## config.mk

```make
export PLATFORM = sky130hd
export DESIGN_NAME = page_policy_engine
export DESIGN_NICKNAME = d
export VERILOG_FILES = /design/src/rtl/ppe_pkg.sv /design/src/rtl/ppe_bank_ctr.sv /design/src/rtl/ppe_decide.sv /design/src/rtl/page_policy_engine.sv
export SDC_FILE = /design/constraint.sdc
export NUM_CORES = 1
export LEC_CHECK = 0
export BUFFER_PORTS_ARGS = -buffer_cell sky130_fd_sc_hd__buf_2
export CORE_UTILIZATION = 44
export CTS_BUF_LIST = sky130_fd_sc_hd__clkbuf_8
export CTS_CLUSTER_SIZE = 30
export DETAILED_ROUTE_END_ITERATION = 10
export PLACE_DENSITY_LB_ADDON = 0.2
export SLEW_MARGIN = 20
export SYNTH_ARGS = -nofsm -noshare
export SYNTH_HDL_FRONTEND = slang
export SYNTH_SLANG_ARGS = --single-unit
export TNS_END_PERCENT = 20
```

## constraint.sdc

```tcl
create_clock -name clk_i -period 2.9 [get_ports clk_i]
set_clock_uncertainty 0.1 [all_clocks]
set_input_delay 0.435 -clock clk_i [delete_from_list [all_inputs] [get_ports clk_i]]
set_output_delay 0.435 -clock clk_i [all_outputs]
set_load 0.05 [all_outputs]
```

## src/rtl/ppe_pkg.sv

```systemverilog
package ppe_pkg;
  typedef enum logic [1:0] {
    POL_OPEN      = 2'd0,
    POL_OPEN_ADPT = 2'd1,
    POL_CLOS_ADPT = 2'd2,
    POL_CLOSED    = 2'd3
  } page_pol_e;
endpackage

```

## src/rtl/ppe_bank_ctr.sv

```systemverilog
module ppe_bank_ctr #(
  parameter int CNT_W = 3
) (
  input  logic             clk_i,
  input  logic             rst_ni,
  input  logic             we_i,
  input  logic [CNT_W-1:0] d_i,
  output logic [CNT_W-1:0] q_o
);
  always_ff @(posedge clk_i or negedge rst_ni) begin
    if (!rst_ni)   q_o <= '0;
    else if (we_i) q_o <= d_i;
  end
endmodule

```

## src/rtl/ppe_decide.sv

```systemverilog
module ppe_decide
  import ppe_pkg::*;
#(
  parameter int CNT_W   = 3,
  parameter int QCNT_W  = 4,
  parameter int MAX_ACC = 4
) (
  input  logic [1:0]        policy_i,
  input  logic [CNT_W-1:0]  cnt_i,
  input  logic [QCNT_W-1:0] q_hit_i,
  input  logic [QCNT_W-1:0] q_miss_i,
  output logic              ap_o
);
  logic at_limit;
  assign at_limit = (32'(cnt_i) >= 32'(MAX_ACC));

  always_comb begin
    unique case (page_pol_e'(policy_i))
      POL_OPEN:      ap_o = at_limit;
      POL_OPEN_ADPT: ap_o = at_limit || ((q_hit_i == '0) && (q_miss_i != '0));
      POL_CLOS_ADPT: ap_o = (q_hit_i == '0);
      default:       ap_o = 1'b1;
    endcase
  end
endmodule

```

## src/rtl/page_policy_engine.sv

```systemverilog
module page_policy_engine
  import ppe_pkg::*;
#(
  parameter int NUM_BANKS = 8,
  parameter int ROW_W     = 14,
  parameter int QCNT_W    = 4,
  parameter int MAX_ACC   = 4,
  localparam int BANK_W   = $clog2(NUM_BANKS),
  localparam int CNT_W    = $clog2(MAX_ACC + 1)
) (
  input  logic              clk_i,
  input  logic              rst_ni,
  input  logic [1:0]        policy_i,
  input  logic              acc_valid_i,
  input  logic [BANK_W-1:0] acc_bank_i,
  input  logic [ROW_W-1:0]  acc_row_i,
  input  logic              bank_open_i,
  input  logic [ROW_W-1:0]  open_row_i,
  input  logic [QCNT_W-1:0] q_hit_i,
  input  logic [QCNT_W-1:0] q_miss_i,
  output logic              act_o,
  output logic              auto_pre_o,
  output logic [CNT_W-1:0]  acc_cnt_o
);
  localparam logic [CNT_W-1:0] CNT_SAT = {CNT_W{1'b1}};

  logic [CNT_W-1:0] cnt_q [NUM_BANKS];
  logic [CNT_W-1:0] cur_cnt, nxt_cnt, store_cnt;
  logic             need_act, ap;

  assign need_act = !bank_open_i || (open_row_i != acc_row_i);
  assign cur_cnt  = cnt_q[acc_bank_i];
  // activate restarts the count; saturate otherwise
  assign nxt_cnt  = need_act            ? CNT_W'(1) :
                    (cur_cnt == CNT_SAT) ? cur_cnt   : cur_cnt + CNT_W'(1);
  assign store_cnt = ap ? '0 : nxt_cnt;

  ppe_decide #(
    .CNT_W(CNT_W), .QCNT_W(QCNT_W), .MAX_ACC(MAX_ACC)
  ) u_decide (
    .policy_i (policy_i),
    .cnt_i    (nxt_cnt),
    .q_hit_i  (q_hit_i),
    .q_miss_i (q_miss_i),
    .ap_o     (ap)
  );

  for (genvar b = 0; b < NUM_BANKS; b++) begin : g_bank
    ppe_bank_ctr #(.CNT_W(CNT_W)) u_ctr (
      .clk_i  (clk_i),
      .rst_ni (rst_ni),
      .we_i   (acc_valid_i && (acc_bank_i == BANK_W'(b))),
      .d_i    (store_cnt),
      .q_o    (cnt_q[b])
    );
  end

  assign act_o      = acc_valid_i && need_act;
  assign auto_pre_o = acc_valid_i && ap;
  assign acc_cnt_o  = acc_valid_i ? nxt_cnt : '0;
endmodule

```

==> impl_metrics.ini, run 1 <==
[global_route]
grt.total_usage_pct = 22.7
grt_max_degree = 25
grt_pass1_wl_um = 6320
antenna_found_initial = 0
grt-ovfl-total = 0
grt_pass1_vias = 1413

[logic_synthesis]
ys_warn_count = 0
synth_largest_area_cell = dfrtp_1
synth_cells = 164
ys_types = 31
synth_common_cells = nand2_1, dfrtp_1, o21ai_0
synthArstFlopShare_pct = 100
ys_seq_elements = 24
yosysSeqAreaShare_pct = 38.1
yosysMostFrequentCell = nand2_1
yosysTopAreaCellShare_pct = 38.1
synth-edff-count = 0
synth_area_per_cell_sq_um = 9.61
synth_nets = 210
synth_top_cells_by_area = dfrtp_1, xnor2_1, mux4_2
ys.flop_type = dfrtp_1
synth_area_sq_mm = 0.00158

[finish]
nFillCells = 303
area_growth_pct = 28.1
stdcell_count = 267
antennaDiodeCount = 0
fin_area_sq_mm = 0.00202
largest_reg_flops = 24
reg_top3 = g_bank.u_ctr.q_o: 24 flops
drive_gt1_share_pct = 36.7
largest-register = g_bank.u_ctr.q_o
multi_input_area_sq_um = 953
ff_latch_area_sq_um = 601
final_util_pct = 59.5
nNetsFinal = 268

[placed_design]
dp_cells = 263
port_buffers = 49
hpwlAfterDp_um = 3120
postPlaceCellArea_sq_mm = 0.00193
routabilityCongestion = 0.847
pre_cts_slack_ns = -0.101

[power]
p_leak_nw = 0.894
power_density_mw_per_mm2 = 451
total_power_mw = 0.911
peakVddDrop_v = 0.000253

[flow_run]
cap_violations = 0

[critical_path]
path_buf_inv = 1
crit_required_ns = 2.37
worst_setup_path_end_kind = primary output
crit_fanout = 2
reg2reg_slack_ns = 0.42
crit_arrival_ns = 2.30
crit_path_cell_trace = mux4_2, mux2_2, ha_2, a21boi_2, o211a_1, buf_4
crit_path_start_kind = flip-flop
rr_startpoint = g_bank[5].u_ctr.q_o[1]
rr_endpoint = g_bank[4].u_ctr.q_o[1]
r2r_cells = 7
max_stage_delay_ns = 0.48
crit_type = flip-flop to primary output
slowest_stage = mux4_2
critical-path-top-delay-family = multiplexers

[route]
ant_nets = 0
routedWlPerCell_um = 14.3
drt_first_pass_iters = 4
drc = 0
vias = 1417
vias_per_cell = 5.31
drt_iter0_markers = 97
wl_um = 3830

[die]
die-width_um = 61.8
core-area_sq_mm = 0.00339
start_util_pct = 46.5
io_pins = 50
die_area_sq_mm = 0.00382
rows = 21
die_h_um = 61.8

[sta]
tightest_slew_ns = 0.539
slew_viol_final = 0
period_needed_ns = 2.83
max_freq_ghz = 0.353
grt_setup_unrepaired = no
finalHoldViolCount = 0
layout_setup_ws_ns = 0.0654
setup_viol = 0
hold_ws_ns = 0.0359
relSlewSlack_pct = 64.1
fin_crit_sh_pct = 97.7
finalSetupTns_ns = 0

[clock_network]
cts_tree = yes
cts_root_buf = clkbuf_8
cts_setup_buffers = 0
cts_buffer_depth = 2
clkTransAtPathRegs_ns = 0.09
clkLatencyLatePin_ns = 0.27
htree_levels = 1
cts_buffers = 3
cts_sinks = 24

[run_status]
status = complete, no violations

[hold_path]
hold_class = primary input to asynchronous set/reset pin
[cell families (layout without fill, tap and decap cells)]
| group | count (synthesis) | after routing | synth area share [%] |
|---|---|---|---|
| xor+xnor | 15 | 15 | 8.34 |
| flops | 24 | 24 | 38.1 |
| mux | 11 | 11 | 11.7 |
| simple gates | 65 | 65 | 21.4 |
| fa+ha+maj | 1 | 1 | 0.794 |
| compound gates | 41 | 41 | 17.6 |
| buf+inv | 7 | 64 | 2.14 |
[what timing repair did]
action	CTS	global route
gates resized for setup	2	4
hold buffers	0	0
endpoints found under the setup margin	3	3
[routing by layer]
| metal | GRT usage [%] | share of wire (%) | up-vias |
|---|---|---|---|
| met5 | 0 | 0 | - |
| li1 | - | - | 721 |
| met3 | 4.76 | 3.0 | 2 |
| met2 | 42.9 | 53 | 22 |
| met4 | 3.49 | 0.60 | 0 |
| met1 | 26.7 | 43 | 672 |
[power breakdown]
part           switching, mW  internal, mW
Clock                  0.109         0.184
Combinational          0.115         0.121
Sequential            0.0162         0.365
Total                  0.240         0.671
[layout by cell type (no fill, tap or decap), types with 2 or more instances in the layout]
cell,netlist,routed
a21boi_2,0,2
mux4_2,5,5
o31a_1,8,8
nand3_1,6,6
o21ai_0,18,18
nor4_1,3,3
o21ai_1,6,6
a21o_1,2,2
xnor2_1,15,15
or3b_1,5,5
dfrtp_1,24,24
nor2b_1,4,4
nand4_1,10,10
buf_4,0,13
nand2_1,29,29
mux2_2,5,5
buf_2,0,46
nor2_1,3,2
clkbuf_8,0,3
[area by class of cell]
class                      count  area share (%)
clock inverter                 1            1.49
clock buffer                   3            2.05
tap                           46            2.85
timing repair buffer          60            16.6
sequential                    24            29.8
multi-input combinational    133            47.2
[worst max-delay path by stage]
stage	from	end	slack (ns)	cells after the start
after global routing	g_bank[3].u_ctr.q_o[0]	acc_cnt_o[1]	0.0004	6
after global placement	acc_bank_i[0]	acc_cnt_o[1]	-0.009	7
after floorplan	acc_bank_i[0]	acc_cnt_o[0]	0.003	7
final	g_bank[3].u_ctr.q_o[0]	acc_cnt_o[1]	0.07	6
after CTS	g_bank[5].u_ctr.q_o[1]	acc_cnt_o[1]	0.03	6
after detailed placement	acc_bank_i[0]	acc_cnt_o[1]	-0.10	7
(Power assumes the default switching activity.)
==> run 2: changes to the inputs <==
Settings changed: CTS_BUF_LIST sky130_fd_sc_hd__clkbuf_8 to sky130_fd_sc_hd__clkbuf_16.
==> run 2 against run 1 <==
Effect of this change: maximum frequency decreased by 0.25%; final area up 1.4%; via count is 0.85% higher; global-route usage fell by 0.13 points; clock-buffer cell count unchanged; power increased by 11%; sequential cell count unchanged; die area unchanged; clock power up 34%; register-to-register slack got worse by 0.06 ns.
==> impl_metrics.ini, run 2 (synthesis gave the netlist of run 1 again) <==
[clock_network]
cts_buffer_depth = 2
cts_root_buf = clkbuf_16
clkTransAtPathRegs_ns = 0.07
cts_setup_buffers = 0
cts_buffers = 3
cts_tree = yes
clkLatencyLatePin_ns = 0.26
htree_levels = 1
cts_sinks = 24

[sta]
grt_setup_unrepaired = yes
setup_viol = 0
period_needed_ns = 2.84
finalHoldViolCount = 0
max_freq_ghz = 0.352
slew_viol_final = 0
hold_ws_ns = 0.0535
tightest_slew_ns = 0.539
fin_crit_sh_pct = 98.0
finalSetupTns_ns = 0
relSlewSlack_pct = 64.1
layout_setup_ws_ns = 0.0583

[run_status]
status = complete, no violations

[die]
die-width_um = 61.8
core-area_sq_mm = 0.00339
die_h_um = 61.8
io_pins = 50
start_util_pct = 46.5
die_area_sq_mm = 0.00382
rows = 21

[hold_path]
hold_class = primary input to asynchronous set/reset pin

[route]
routedWlPerCell_um = 14.3
vias = 1429
drt_iter0_markers = 78
vias_per_cell = 5.35
drt_first_pass_iters = 4
drc = 0
wl_um = 3810
ant_nets = 0

[placed_design]
dp_cells = 263
pre_cts_slack_ns = -0.101
routabilityCongestion = 0.847
postPlaceCellArea_sq_mm = 0.00193
hpwlAfterDp_um = 3120
port_buffers = 49

[global_route]
grt_pass1_wl_um = 6320
grt_pass1_vias = 1413
grt.total_usage_pct = 22.5
antenna_found_initial = 0
grt_max_degree = 25
grt-ovfl-total = 0

[finish]
ff_latch_area_sq_um = 601
largest_reg_flops = 24
nNetsFinal = 268
area_growth_pct = 29.9
largest-register = g_bank.u_ctr.q_o
multi_input_area_sq_um = 951
fin_area_sq_mm = 0.00205
layout_common_cells = buf_2, nand2_1, dfrtp_1
stdcell_count = 267
drive_gt1_share_pct = 36.2
final_common_cell = buf_2
nFillCells = 296
reg_top3 = g_bank.u_ctr.q_o: 24 flops
final_util_pct = 60.4
antennaDiodeCount = 0

[power]
peakVddDrop_v = 0.000361
switching_share_pct = 24.7
p_leak_nw = 0.911
total_power_mw = 1.01
switchingPower_mw = 0.250
power_frac_comb_pct = 23.4
power_density_mw_per_mm2 = 494
p_int_mw = 0.761
p_seq_share_pct = 37.8
pwr-share-clk_pct = 38.8

[critical_path]
crit_arrival_ns = 2.31
crit_required_ns = 2.37
worst_setup_path_end_kind = primary output
crit_path_start_kind = primary input
crit_type = primary input to primary output
crit_fanout = 8

[flow_run]
cap_violations = 0
## run 2: cell types whose count changed in the layout (fill, tap and decap cells not counted)
cell and delta:
buf_2 +1, ha_2 -1, clkbuf_16 +3, clkbuf_8 -3
clkbuf_4 -1, ha_1 +1
## run 2: worst paths after layout
check | startpoint | end | slack (ns) | depth (start not counted)
max | acc_bank_i[0] | acc_cnt_o[1] | 0.06 | 7
min | rst_ni | g_bank[5].u_ctr.q_o[0] | 0.05 | 1
max reg2reg | g_bank[5].u_ctr.q_o[1] | g_bank[4].u_ctr.q_o[1] | 0.36 | 7
min reg2reg | g_bank[2].u_ctr.q_o[1] | g_bank[2].u_ctr.q_o[1] | 0.38 | 2
max in group asynchronous | rst_ni | g_bank[2].u_ctr.q_o[1] | 2.28 | 1
min in group clk_i | g_bank[2].u_ctr.q_o[1] | g_bank[2].u_ctr.q_o[1] | 0.38 | 2
## run 2: power by group through the flow
stage	clock network, mW	registers [mW]	logic [mW]
CTS	0.395	0.383	0.236
floorplan	0	0.383	0.149
global route	0.411	0.386	0.262
global placement	0	0.393	0.222
detailed placement	0	0.389	0.235
finish	0.392	0.382	0.236
## run 2: repair_timing
action,CTS,global route
pin swaps,0,0
hold endpoints to repair,0,0
hold buffers,0,0
resized for setup,2,2
gates cloned,0,0
endpoints found under the setup margin,3,2
## run 2: cell type report
| type | instances | area share [%] |
|---|---|---|
| multi-input cells | 133 | 46.5 |
| flip-flops and latches | 24 | 29.3 |
| repair buffers | 60 | 16.3 |
| clock buffers | 3 | 3.67 |
| well taps | 46 | 2.81 |
| clock inverters | 1 | 1.47 |
## run 2: critical path, cell delays in order
cell	delay [ns]
buf_4	0.17
mux4_2	0.53
mux2_2	0.30
ha_1	0.26
and3_1	0.19
o211a_1	0.24
buf_4	0.19
## run 2: per-layer routing
metal	global-route usage (%)	share of wire [%]
met5	0	0
met3	3.93	3.2
met2	42.5	53
met4	4.13	0.71
met1	26.8	43
==> run 3: changes to the inputs <==
Settings changed: SYNTH_HIERARCHICAL set to 1.
==> run 3 against run 2 <==
Effect of this change: worst setup slack improved by 0.056 ns; worst hold slack got worse by 0.0041 ns; maximum frequency increased by 2.0%; non-clock buffer count decreased by 1; critical path type is now flip-flop to primary output; largest cell class unchanged; critical endpoint unchanged.
==> impl_metrics.ini, run 3 <==
[logic_synthesis]
synth_cells = 121
synth_area_sq_mm = 0.00144
synth_area_per_cell_sq_um = 11.9
synth_nets = 167
ys_warn_count = 6

[finish]
largest-register = g_bank.u_ctr/q_o
final_util_pct = 62.6
reg_top3 = g_bank.u_ctr/q_o: 24 flops
antennaDiodeCount = 0
drive_gt1_share_pct = 55.6
stdcell_count = 224
final_common_cell = buf_2
largest_reg_flops = 24
layout_common_cells = buf_2, mux2_2, dfrtp_1
area_growth_pct = 33.5
fin_area_sq_mm = 0.00193
nNetsFinal = 227

[die]
die_h_um = 59.3
die_area_sq_mm = 0.00351
io_pins = 50
core-area_sq_mm = 0.00308
die-width_um = 59.3
start_util_pct = 46.9
rows = 20

[critical_path]
rr_startpoint = g_bank[3].u_ctr/q_o[1]
crit_fanout = 5
path_buf_inv = 2
slowest_stage = mux4_2
crit_required_ns = 2.37
r2r_cells = 10
critical-path-top-delay-family = multiplexers
max_stage_delay_ns = 0.46
crit_arrival_ns = 2.25
crit_type = flip-flop to primary output
worst_setup_path_end_kind = primary output
rr_endpoint = g_bank[1].u_ctr/q_o[1]
crit_cells = 7
crit_path_cell_trace = mux4_2, mux2_4, ha_4, inv_1, and4bb_1, nor4_4, buf_4
reg2reg_slack_ns = 0.37
crit_path_start_kind = flip-flop

[placed_design]
port_buffers = 49
postPlaceCellArea_sq_mm = 0.00182
dp_cells = 220
pre_cts_slack_ns = -0.121
routabilityCongestion = 0.869
hpwlAfterDp_um = 2530

[flow_run]
cap_violations = 0

[sta]
max_freq_ghz = 0.359
slew_viol_final = 0
finalHoldViolCount = 0
layout_setup_ws_ns = 0.114
period_needed_ns = 2.79
finalSetupTns_ns = 0
tightest_slew_ns = 0.526
hold_ws_ns = 0.0494
setup_viol = 0
grt_setup_unrepaired = no
fin_crit_sh_pct = 96.1
relSlewSlack_pct = 64.6

[global_route]
grt.total_usage_pct = 19.2
antenna_found_initial = 0
grt_pass1_wl_um = 5060
grt_max_degree = 25
grtUsageMet3_pct = 3.06
grt-ovfl-total = 0
grt_pass1_vias = 1187
grt.busiest_layer = met2
grt_use_met2_pct = 36.8
use_met1_pct = 21.5

[power]
peakVddDrop_v = 0.000334
p_leak_nw = 0.885
total_power_mw = 0.851
power_density_mw_per_mm2 = 442

[route]
vias_per_cell = 5.26
drt_iter0_markers = 33
wl_um = 3100
drc = 0
routedWlPerCell_um = 13.9
drt_first_pass_iters = 4
ant_nets = 0
vias = 1178

[clock_network]
cts_buffers = 3
cts_root_buf = clkbuf_16
cts_sinks = 24
hold_buffers = 0
htree_levels = 1
cts_buffer_depth = 2
clkTransAtPathRegs_ns = 0.06
clkLatencyLatePin_ns = 0.25
cts_setup_buffers = 0
cts_tree = yes

[hold_path]
hold_class = primary input to asynchronous set/reset pin

[run_status]
status = complete, no violations
-- run 3: per-layer routing --
layer	wire length, um	up-vias	share of wire, %
met5	0	-	0
met4	17	0	0.55
met3	198	2	6.4
met2	1600	41	52
met1	1290	569	41
li1	-	566	-
-- run 3: worst max-delay path by stage --
stage                           startpoint                endpoint  slack, ns
finish              g_bank[3].u_ctr/q_o[1]            acc_cnt_o[1]       0.11
global route        g_bank[3].u_ctr/q_o[1]              auto_pre_o      0.006
CTS                 g_bank[7].u_ctr/q_o[1]              auto_pre_o       0.03
detailed placement           acc_bank_i[0]              auto_pre_o      -0.12
global placement             acc_bank_i[0]              auto_pre_o      -0.04
floorplan                    acc_bank_i[0]  g_bank[0].u_ctr/q_o[1]      -0.09
-- run 3: cell type report --
class	instances	area, sq um
fill	274	1150
inverter	2	7.51
sequential	24	601
timing repair buffer	59	328
tap	44	55.1
clock buffer	3	75.1
clock inverter	1	3.75
multi-input combinational	91	858
-- run 3: what timing repair did --
item,4_1_cts,5_1_grt
cloned,0,0
resized for setup,5,3
setup endpoints to repair,2,1
pin swaps,0,0
-- run 3: where the power goes --
group	switching, mW	leakage (nW)	internal [mW]	total [mW]
sequential	0.0129	0.312	0.361	0.374
combinational	0.0836	0.534	0.105	0.189
clock	0.105	0.0385	0.184	0.288
-- run 3: worst reg2reg max path, cell delays in order, from the launching register on --
cell and delay [ns]:
dfrtp_1 0.37, mux4_2 0.46, mux2_4 0.30, ha_4 0.18, a21oi_2 0.12, nor2_1 0.05
nand2b_1 0.07, nand3_2 0.10, nor4_1 0.33, buf_4 0.22, mux2_2 0.16
